===== src/rtl/brerr_pkg.sv =====
package brerr_pkg;
  typedef enum logic [1:0] {
    XF_READ   = 2'd0,
    XF_POSTED = 2'd1,
    XF_CONN   = 2'd2
  } xfer_e;

  localparam logic [2:0] ETYPE_ABORT = 3'b101;

  localparam int RI_CTRL = 0;
  localparam int RI_STAT = 1;
  localparam int RI_LOCK = 2;
  localparam int RI_SYND = 3;
  localparam int RI_ADDR = 4;

  // even parity: total number of ones over data and parity must be even
  function automatic logic parity_bad(input logic [63:0] data, input int width, input logic par);
    logic acc;
    acc = par;
    for (int i = 0; i < 64; i++)
      if (i < width) acc = acc ^ data[i];
    return acc;
  endfunction

  function automatic logic [3:0] synd_code(input logic is_rd);
    return {is_rd, ETYPE_ABORT};
  endfunction
endpackage


===== src/rtl/brerr_par.sv =====
module brerr_par #(
  parameter int DW = 32
) (
  input  logic          valid_i,
  input  logic [DW-1:0] data_i,
  input  logic          par_i,
  output logic          bad_o
);
  import brerr_pkg::*;
  logic [63:0] wide;
  always_comb begin
    wide = '0;
    wide[DW-1:0] = data_i;
    bad_o = valid_i && parity_bad(wide, DW, par_i);
  end
endmodule


===== src/rtl/brerr_log.sv =====
module brerr_log #(
  parameter int AW = 32
) (
  input  logic          clk,
  input  logic          rst_n,
  input  logic          cap_i,
  input  logic          rd_i,
  input  logic [AW-1:0] addr_i,
  input  logic          alock_clr_i,
  input  logic          flock_clr_i,
  output logic          alock_o,
  output logic          flock_o,
  output logic [AW-1:0] addr_o,
  output logic [3:0]    synd_o
);
  import brerr_pkg::*;
  logic take_addr, take_synd;
  assign take_addr = cap_i && !alock_o;
  assign take_synd = cap_i && !flock_o;

  always_ff @(posedge clk) begin
    if (!rst_n) begin
      alock_o <= 1'b0;
      flock_o <= 1'b0;
      addr_o  <= '0;
      synd_o  <= '0;
    end else begin
      if (take_addr) begin
        addr_o  <= addr_i;
        alock_o <= 1'b1;
      end else if (alock_clr_i) begin
        alock_o <= 1'b0;
      end
      if (take_synd) begin
        synd_o  <= synd_code(rd_i);
        flock_o <= 1'b1;
      end else if (flock_clr_i) begin
        flock_o <= 1'b0;
      end
    end
  end
endmodule


===== src/rtl/brerr_sig.sv =====
module brerr_sig #(
  parameter int NM   = 4,
  parameter int MIDW = 2
) (
  input  logic            clk,
  input  logic            rst_n,
  input  logic            fire_i,
  input  logic [MIDW-1:0] mid_i,
  input  logic [1:0]      kind_i,
  input  logic            beat_valid_i,
  input  logic [MIDW-1:0] beat_mid_i,
  input  logic            beat_last_i,
  output logic [NM-1:0]   err_o,
  output logic            drop_o
);
  import brerr_pkg::*;
  logic [NM-1:0] pend_q, pconn_q, pulse_q, hit;

  for (genvar m = 0; m < NM; m++) begin : g_m
    logic sel;
    assign sel    = fire_i && (mid_i == MIDW'(m));
    assign hit[m] = beat_valid_i && (beat_mid_i == MIDW'(m));

    always_ff @(posedge clk) begin
      if (!rst_n) begin
        pend_q[m]  <= 1'b0;
        pconn_q[m] <= 1'b0;
        pulse_q[m] <= 1'b0;
      end else begin
        pulse_q[m] <= sel && (kind_i == XF_POSTED);
        if (sel && kind_i != XF_POSTED) begin
          pend_q[m]  <= 1'b1;
          pconn_q[m] <= (kind_i != XF_READ);
        end else if (hit[m] && beat_last_i) begin
          pend_q[m]  <= 1'b0;
          pconn_q[m] <= 1'b0;
        end
      end
    end
  end

  assign err_o  = pulse_q | (hit & pend_q);
  assign drop_o = |(hit & pconn_q);
endmodule


===== src/rtl/bridge_err_capture.sv =====
module bridge_err_capture #(
  parameter int NM  = 4,
  parameter int AW  = 32,
  parameter int DW  = 32,
  parameter int RDW = 32,
  localparam int MIDW = $clog2(NM),
  localparam int RAW  = $clog2(NM + 4)
) (
  input  logic            clk,
  input  logic            rst_n,
  input  logic            mab_i,
  input  logic            tab_i,
  input  logic [MIDW-1:0] ev_mid_i,
  input  logic [1:0]      ev_kind_i,
  input  logic [AW-1:0]   ev_addr_i,
  input  logic            pw_valid_i,
  input  logic [DW-1:0]   pw_data_i,
  input  logic            pw_par_i,
  input  logic            beat_valid_i,
  input  logic [MIDW-1:0] beat_mid_i,
  input  logic            beat_last_i,
  output logic [NM-1:0]   mst_err_o,
  output logic            wdata_drop_o,
  input  logic            reg_we_i,
  input  logic [RAW-1:0]  reg_addr_i,
  input  logic [RDW-1:0]  reg_wdata_i,
  output logic [RDW-1:0]  reg_rdata_o
);
  import brerr_pkg::*;

  logic [3:0]      ctrl_q, status_q, status_set, status_clr;
  logic            spec_en, abort_fire, par_bad, ev_is_rd;
  logic            we_ctrl, we_stat, we_lock;
  logic [NM-1:0]   alock_v, flock_v;
  logic [AW-1:0]   addr_v [NM];
  logic [4*NM-1:0] synd_v;

  assign spec_en    = (mab_i && ctrl_q[0]) || (tab_i && ctrl_q[1]);
  assign abort_fire = spec_en && ctrl_q[2];
  assign ev_is_rd   = (ev_kind_i == XF_READ);

  assign we_ctrl = reg_we_i && (reg_addr_i == RAW'(RI_CTRL));
  assign we_stat = reg_we_i && (reg_addr_i == RAW'(RI_STAT));
  assign we_lock = reg_we_i && (reg_addr_i == RAW'(RI_LOCK));

  brerr_par #(.DW(DW)) par_i (
    .valid_i(pw_valid_i), .data_i(pw_data_i), .par_i(pw_par_i), .bad_o(par_bad)
  );

  assign status_set = {par_bad && ctrl_q[3], par_bad, spec_en, tab_i};
  assign status_clr = we_stat ? reg_wdata_i[3:0] : 4'b0;

  always_ff @(posedge clk) begin
    if (!rst_n) begin
      ctrl_q   <= '0;
      status_q <= '0;
    end else begin
      if (we_ctrl) ctrl_q <= reg_wdata_i[3:0];
      status_q <= (status_q & ~status_clr) | status_set;
    end
  end

  for (genvar m = 0; m < NM; m++) begin : g_log
    brerr_log #(.AW(AW)) log_i (
      .clk(clk), .rst_n(rst_n),
      .cap_i(abort_fire && (ev_mid_i == MIDW'(m))),
      .rd_i(ev_is_rd), .addr_i(ev_addr_i),
      .alock_clr_i(we_lock && reg_wdata_i[m]),
      .flock_clr_i(we_lock && reg_wdata_i[NM+m]),
      .alock_o(alock_v[m]), .flock_o(flock_v[m]),
      .addr_o(addr_v[m]), .synd_o(synd_v[4*m +: 4])
    );
  end

  brerr_sig #(.NM(NM), .MIDW(MIDW)) sig_i (
    .clk(clk), .rst_n(rst_n),
    .fire_i(abort_fire), .mid_i(ev_mid_i), .kind_i(ev_kind_i),
    .beat_valid_i(beat_valid_i), .beat_mid_i(beat_mid_i), .beat_last_i(beat_last_i),
    .err_o(mst_err_o), .drop_o(wdata_drop_o)
  );

  always_comb begin
    reg_rdata_o = '0;
    case (int'(reg_addr_i))
      RI_CTRL: reg_rdata_o[3:0] = ctrl_q;
      RI_STAT: reg_rdata_o[3:0] = status_q;
      RI_LOCK: reg_rdata_o[2*NM-1:0] = {flock_v, alock_v};
      RI_SYND: reg_rdata_o[4*NM-1:0] = synd_v;
      default: begin
        for (int m = 0; m < NM; m++)
          if (int'(reg_addr_i) == RI_ADDR + m) reg_rdata_o[AW-1:0] = addr_v[m];
      end
    endcase
  end
endmodule


===== config.mk =====
export PLATFORM = sky130hd
export DESIGN_NAME = bridge_err_capture
export DESIGN_NICKNAME = d
export VERILOG_FILES = /design/src/rtl/brerr_pkg.sv /design/src/rtl/brerr_par.sv /design/src/rtl/brerr_log.sv /design/src/rtl/brerr_sig.sv /design/src/rtl/bridge_err_capture.sv
export SDC_FILE = /design/constraint.sdc
export NUM_CORES = 1
export LEC_CHECK = 0
export BUFFER_PORTS_ARGS = -buffer_cell sky130_fd_sc_hd__buf_2
export CAP_MARGIN = 5
export CORE_MARGIN = 10
export CORE_UTILIZATION = 55
export DETAILED_ROUTE_END_ITERATION = 8
export GPL_TIMING_DRIVEN = 0
export PLACE_DENSITY = 0.87
export SLEW_MARGIN = 20
export SYNTH_ARGS = -nofsm -noshare
export SYNTH_HDL_FRONTEND = slang
export SYNTH_SLANG_ARGS = --single-unit

===== constraint.sdc =====
create_clock -name clk -period 2.37 [get_ports clk]
set_input_delay 0.237 -clock clk [delete_from_list [all_inputs] [get_ports clk]]
set_output_delay 0.237 -clock clk [all_outputs]
set_load 0.05 [all_outputs]

==> reports/metrics.sh <==
FINAL_MAX_SLEW_VIOL_COUNT=0
FINAL_DESIGN_AREA_NO_FILL_UM2=9150
MAX_FREQ_MHz=437
FINALHOLDVIOLATIONS=0
DIE_W_UM=138
POWER.SHARE.CLOCK=0.470
NETLIST.AREA_LEADER.SHARE=0.428
GLOBAL_ROUTE.OVERFLOW_TOTAL=0
FILLER_FREE_CELL_COUNT_OF_THE_FINISHED_DESIGN=1204
NUMPLACEDINSTANCES=1171
ANTENNA_FOUND_INITIAL=2
INTPOWER_mW=4.83
FINALCRITPERIODSHARE=0.966
SYNTH_ENABLE_FLOP_CELLS=0
CP_NUM_BUF_INV=4
SETUP_TOTAL_NEGATIVE_SLACK_NS=0
CRITICAL_PATH_REQUIRED_NS=2.13
SETUP.WORST_PATH.END_CLASS='output pin'
ROW_COUNT=43
FIRST_PASS_ITERS=5
WORSTSETUPPATHDEPTH=7
SYNTH.MOST_COMMON_CELL='nand2_1'
WORST_SETUP_HOLD_PATH_CLK_SLEW_NS=0.06
SYNTH_COMMON_CELLS='nand2_1, dfxtp_1, a21boi_1'
P_COMB_FRAC=0.086
IOPINCOUNT=151
NUMCTSBUFFERS=17
CRITICAL_PATH.MAX_STAGE_DELAY_NS=0.56
HPWLAFTERDP_UM=15600
MAXIMUM_FANOUT_ALONG_THE_WORST_PATH=10
MAX-CAP-VIOLATIONS=0
PLACED_AREA_UM2=8510
WORST-R2R-CELL-COUNT=8
ROUTE.ANTENNA.REMAINING_NETS=0
DIE_AREA_UM2=19100
NUM_VIAS=6879
FINAL_WEIGHTED_CONGESTION_OF_ROUTABILITY_DRIVEN_GLOBAL_PLACEMENT=0.873
PORT-BUFFER-COUNT=122
YS_SEQ_ELEMENTS=164
STATUS='finished, final reports clean'
TOTAL_POWER_PER_UNIT_CELL_AREA_nW_PER_UM2=682
YOSYSWARNINGCOUNT=0
DESIGN.FINAL.NETS=1125
GRT_USAGE=0.228
CP_TOP_FAMILY='buffers and inverters'
SW_FRAC_OF_TOTAL=0.226
SYNTH-MAIN-FF-CELL='dfxtp_1'
WORST_HOLD_SLACK_NS=0.0677
CLOCK_SKEW_NS=0.00779
CRITICAL_PATH.STARTPOINT_TYPE='primary input'
WORSTREG2REGSTART='ctrl_q[1]$_SDFFE_PN0P_'
SYNTH_LARGEST_AREA_CELL='dfxtp_1'
FP.DIEH_UM=138
DRC=0
CTS_MAX_PATH_BUFFERS=2
LAYOUT.CORE_UTILIZATION=0.664
DR.FIRST_ITER.DRC_COUNT=821
POWER_SWITCHING_mW=1.41
CP_COMMON_CELL='buf_2'
CRIT_CHAIN='buf_2 -> buf_2 -> clkbuf_4 -> mux4_2 -> nand2_1 -> o21ai_0 -> buf_2'
WORST_SKEW_PAIR.LATE_LATENCY_NS=0.44
CRIT_PATH_END='reg_rdata_o[7]'
WORST-SETUP-PATH-TYPE='in2out'
ROUTE.DETAILED.VIAS_PER_INST=5.71
CTSHTREEMAXLEVEL=4
LEAKAGEPOWER_nW=3.48
RRSETUPSLACK_NS=0.18
POST_SYNTH_NUM_CELL_TYPES=41
SEQ_POWER_SHARE=0.444
REPORT.FINAL.SETUP_VIOL=0
FLOORPLAN.INITIALDENSITY=0.557
CLOCK_TREE_FROM_TRITONCTS='done'
SLOWEST_STAGE='mux4_2'
HOLD_PATH_CLASS='in2reg'
STARTPOINT='reg_addr_i[0]'
TIGHTESTPINTRANSITION_NS=0.782
CTS_HOLD_REPAIR.BUFFERS=0
BIGGEST_AREA_CONTRIBUTORS_IN_THE_SYNTHESIZED_NETLIST='dfxtp_1, nand2_1, a21boi_1'
YS_SEQ_AREA_FRAC=0.428
ROUTED_WIRELENGTH_UM=22500
CLOCK-ROOT-BUFFER='clkbuf_16'
CTS_NUM_SINKS=164
POSTSYNTHNETCOUNT=983
SYN_INST=869
FINALWORSTPATHREQUIREDPERIOD_NS=2.29
AVGROUTEDWIREPERCELL_UM=18.7
FINAL_LAYOUT_SIZE_SUFFIX_GT1_FRAC=0.221
FP.COREAREA_UM2=13800
VIA_COUNT_OF_THE_FIRST_GLOBAL_ROUTING_PASS=7141
POSTSYNTH.ASYNCRESETSHARE=0
SYNTH_AREA_PER_CELL_UM2=8.83
WORST_SLEW_MARGIN_REL=0.472
GRT_FIRST_PASS_WIRELENGTH_UM=35800
IRDROPWORSTVDD_mV=0.506
CP_DATA_ARRIVAL_TIME_NS=2.05
PIN_COUNT_OF_THE_BIGGEST_NET_ENTERING_GLOBAL_ROUTING=17
R2R-END='g_log[1].log_i.addr_o[4]$_SDFFE_PN0P_'
LAYOUT-AREA-OVERHEAD-VS-SYNTH_PCT=19.2
SYN-CELL-AREA_UM2=7670
==> power groups by stage <==
stage / Clock [mW] / Combinational (mW) / Sequential [mW]
2_1_floorplan: 0 / 0.334 / 2.83
3_5_place_dp: 0 / 0.528 / 2.83
3_3_place_gp: 0 / 0.518 / 2.83
4_1_cts: 2.91 / 0.532 / 2.77
6_report: 2.93 / 0.538 / 2.77
5_1_grt: 3.03 / 0.576 / 2.77
==> timing repair <==
item	4_1_cts	5_1_grt
gates cloned	0	0
pin swaps	0	1
setup endpoints to repair	9	24
setup buffers	0	1
resized for setup	1	9
==> cells by family after synthesis <==
family | share of synthesized area
AO/OA/AOI/OAI | 0.172
AND/OR/NAND/NOR | 0.209
buffers and inverters | 0.0367
XOR/XNOR | 0.0372
multiplexers | 0.117
flip-flops | 0.428
==> metal layers <==
layer  vias to the layer above  wire length [µm]  GRT usage
met1                      3326              8870      0.263
met4                         4               663      0.112
met5                         -                24          0
met3                        57              1580     0.0490
li1                       3205                 -          -
met2                       287             11300      0.390
==> layout make-up <==
cell class              count  area (µm²)
flip-flops and latches    164        3280
inverters                   3        11.3
fillers                  1110        4620
diodes                      1        2.50
well taps                 180         225
clock buffers              22         464
plain buffers              63         280
multi-input cells         639        4110
clock inverters             9         151
repair buffers            123         618
==> how the worst min path moves through the flow <==
stage | cells after the start | end | slack [ns] | from
after detailed placement | 2 | g_log[2].log_i.addr_o[22]$_SDFFE_PN0P_ | 0.44 | g_log[2].log_i.addr_o[22]$_SDFFE_PN0P_
final | 3 | g_log[3].log_i.addr_o[18]$_SDFFE_PN0P_ | 0.07 | ev_addr_i[18]
after global routing | 3 | g_log[0].log_i.addr_o[22]$_SDFFE_PN0P_ | 0.08 | ev_addr_i[22]
after CTS | 3 | g_log[3].log_i.addr_o[25]$_SDFFE_PN0P_ | 0.07 | ev_addr_i[25]
after global placement | 2 | g_log[2].log_i.addr_o[21]$_SDFFE_PN0P_ | 0.44 | g_log[2].log_i.addr_o[21]$_SDFFE_PN0P_
after floorplan | 2 | g_log[0].log_i.addr_o[0]$_SDFFE_PN0P_ | 0.37 | ev_addr_i[0]
==> placed cells by master, fill, tap and decap left out, drive strengths merged, types with 16 or more instances in the layout <==
master and instances:
xnor2 27, nand2 298, and2 26, nor2 16
a21boi 137, o21ai 20, dfxtp 164, mux4 34
clkbuf 58, buf 150
==> worst min-delay path, stage by stage <==
cell and delay, ns:
buf_2 0.12, nand2_1 0.05, a21boi_1 0.05
==> sequential cells by signal, summed over array words and instances, names as in the netlist <==
register             cells
ctrl_q                   4
sig_i.pend_q             4
g_log.log_i.alock_o      4
status_q                 4
g_log.log_i.addr_o     128
sig_i.pulse_q            4
g_log.log_i.flock_o      4
g_log.log_i.synd_o       8
sig_i.pconn_q            4
==> through the flow <==
step	worst slack (ns)	power (mW)
global placement	-0.197	3.35
finish	0.0796	6.24
detailed placement	-0.222	3.36
floorplan	0.0342	3.17
CTS	0.00465	6.21
global route	-0.00337	6.38
Note: power is estimated with default switching activity, not from simulation.
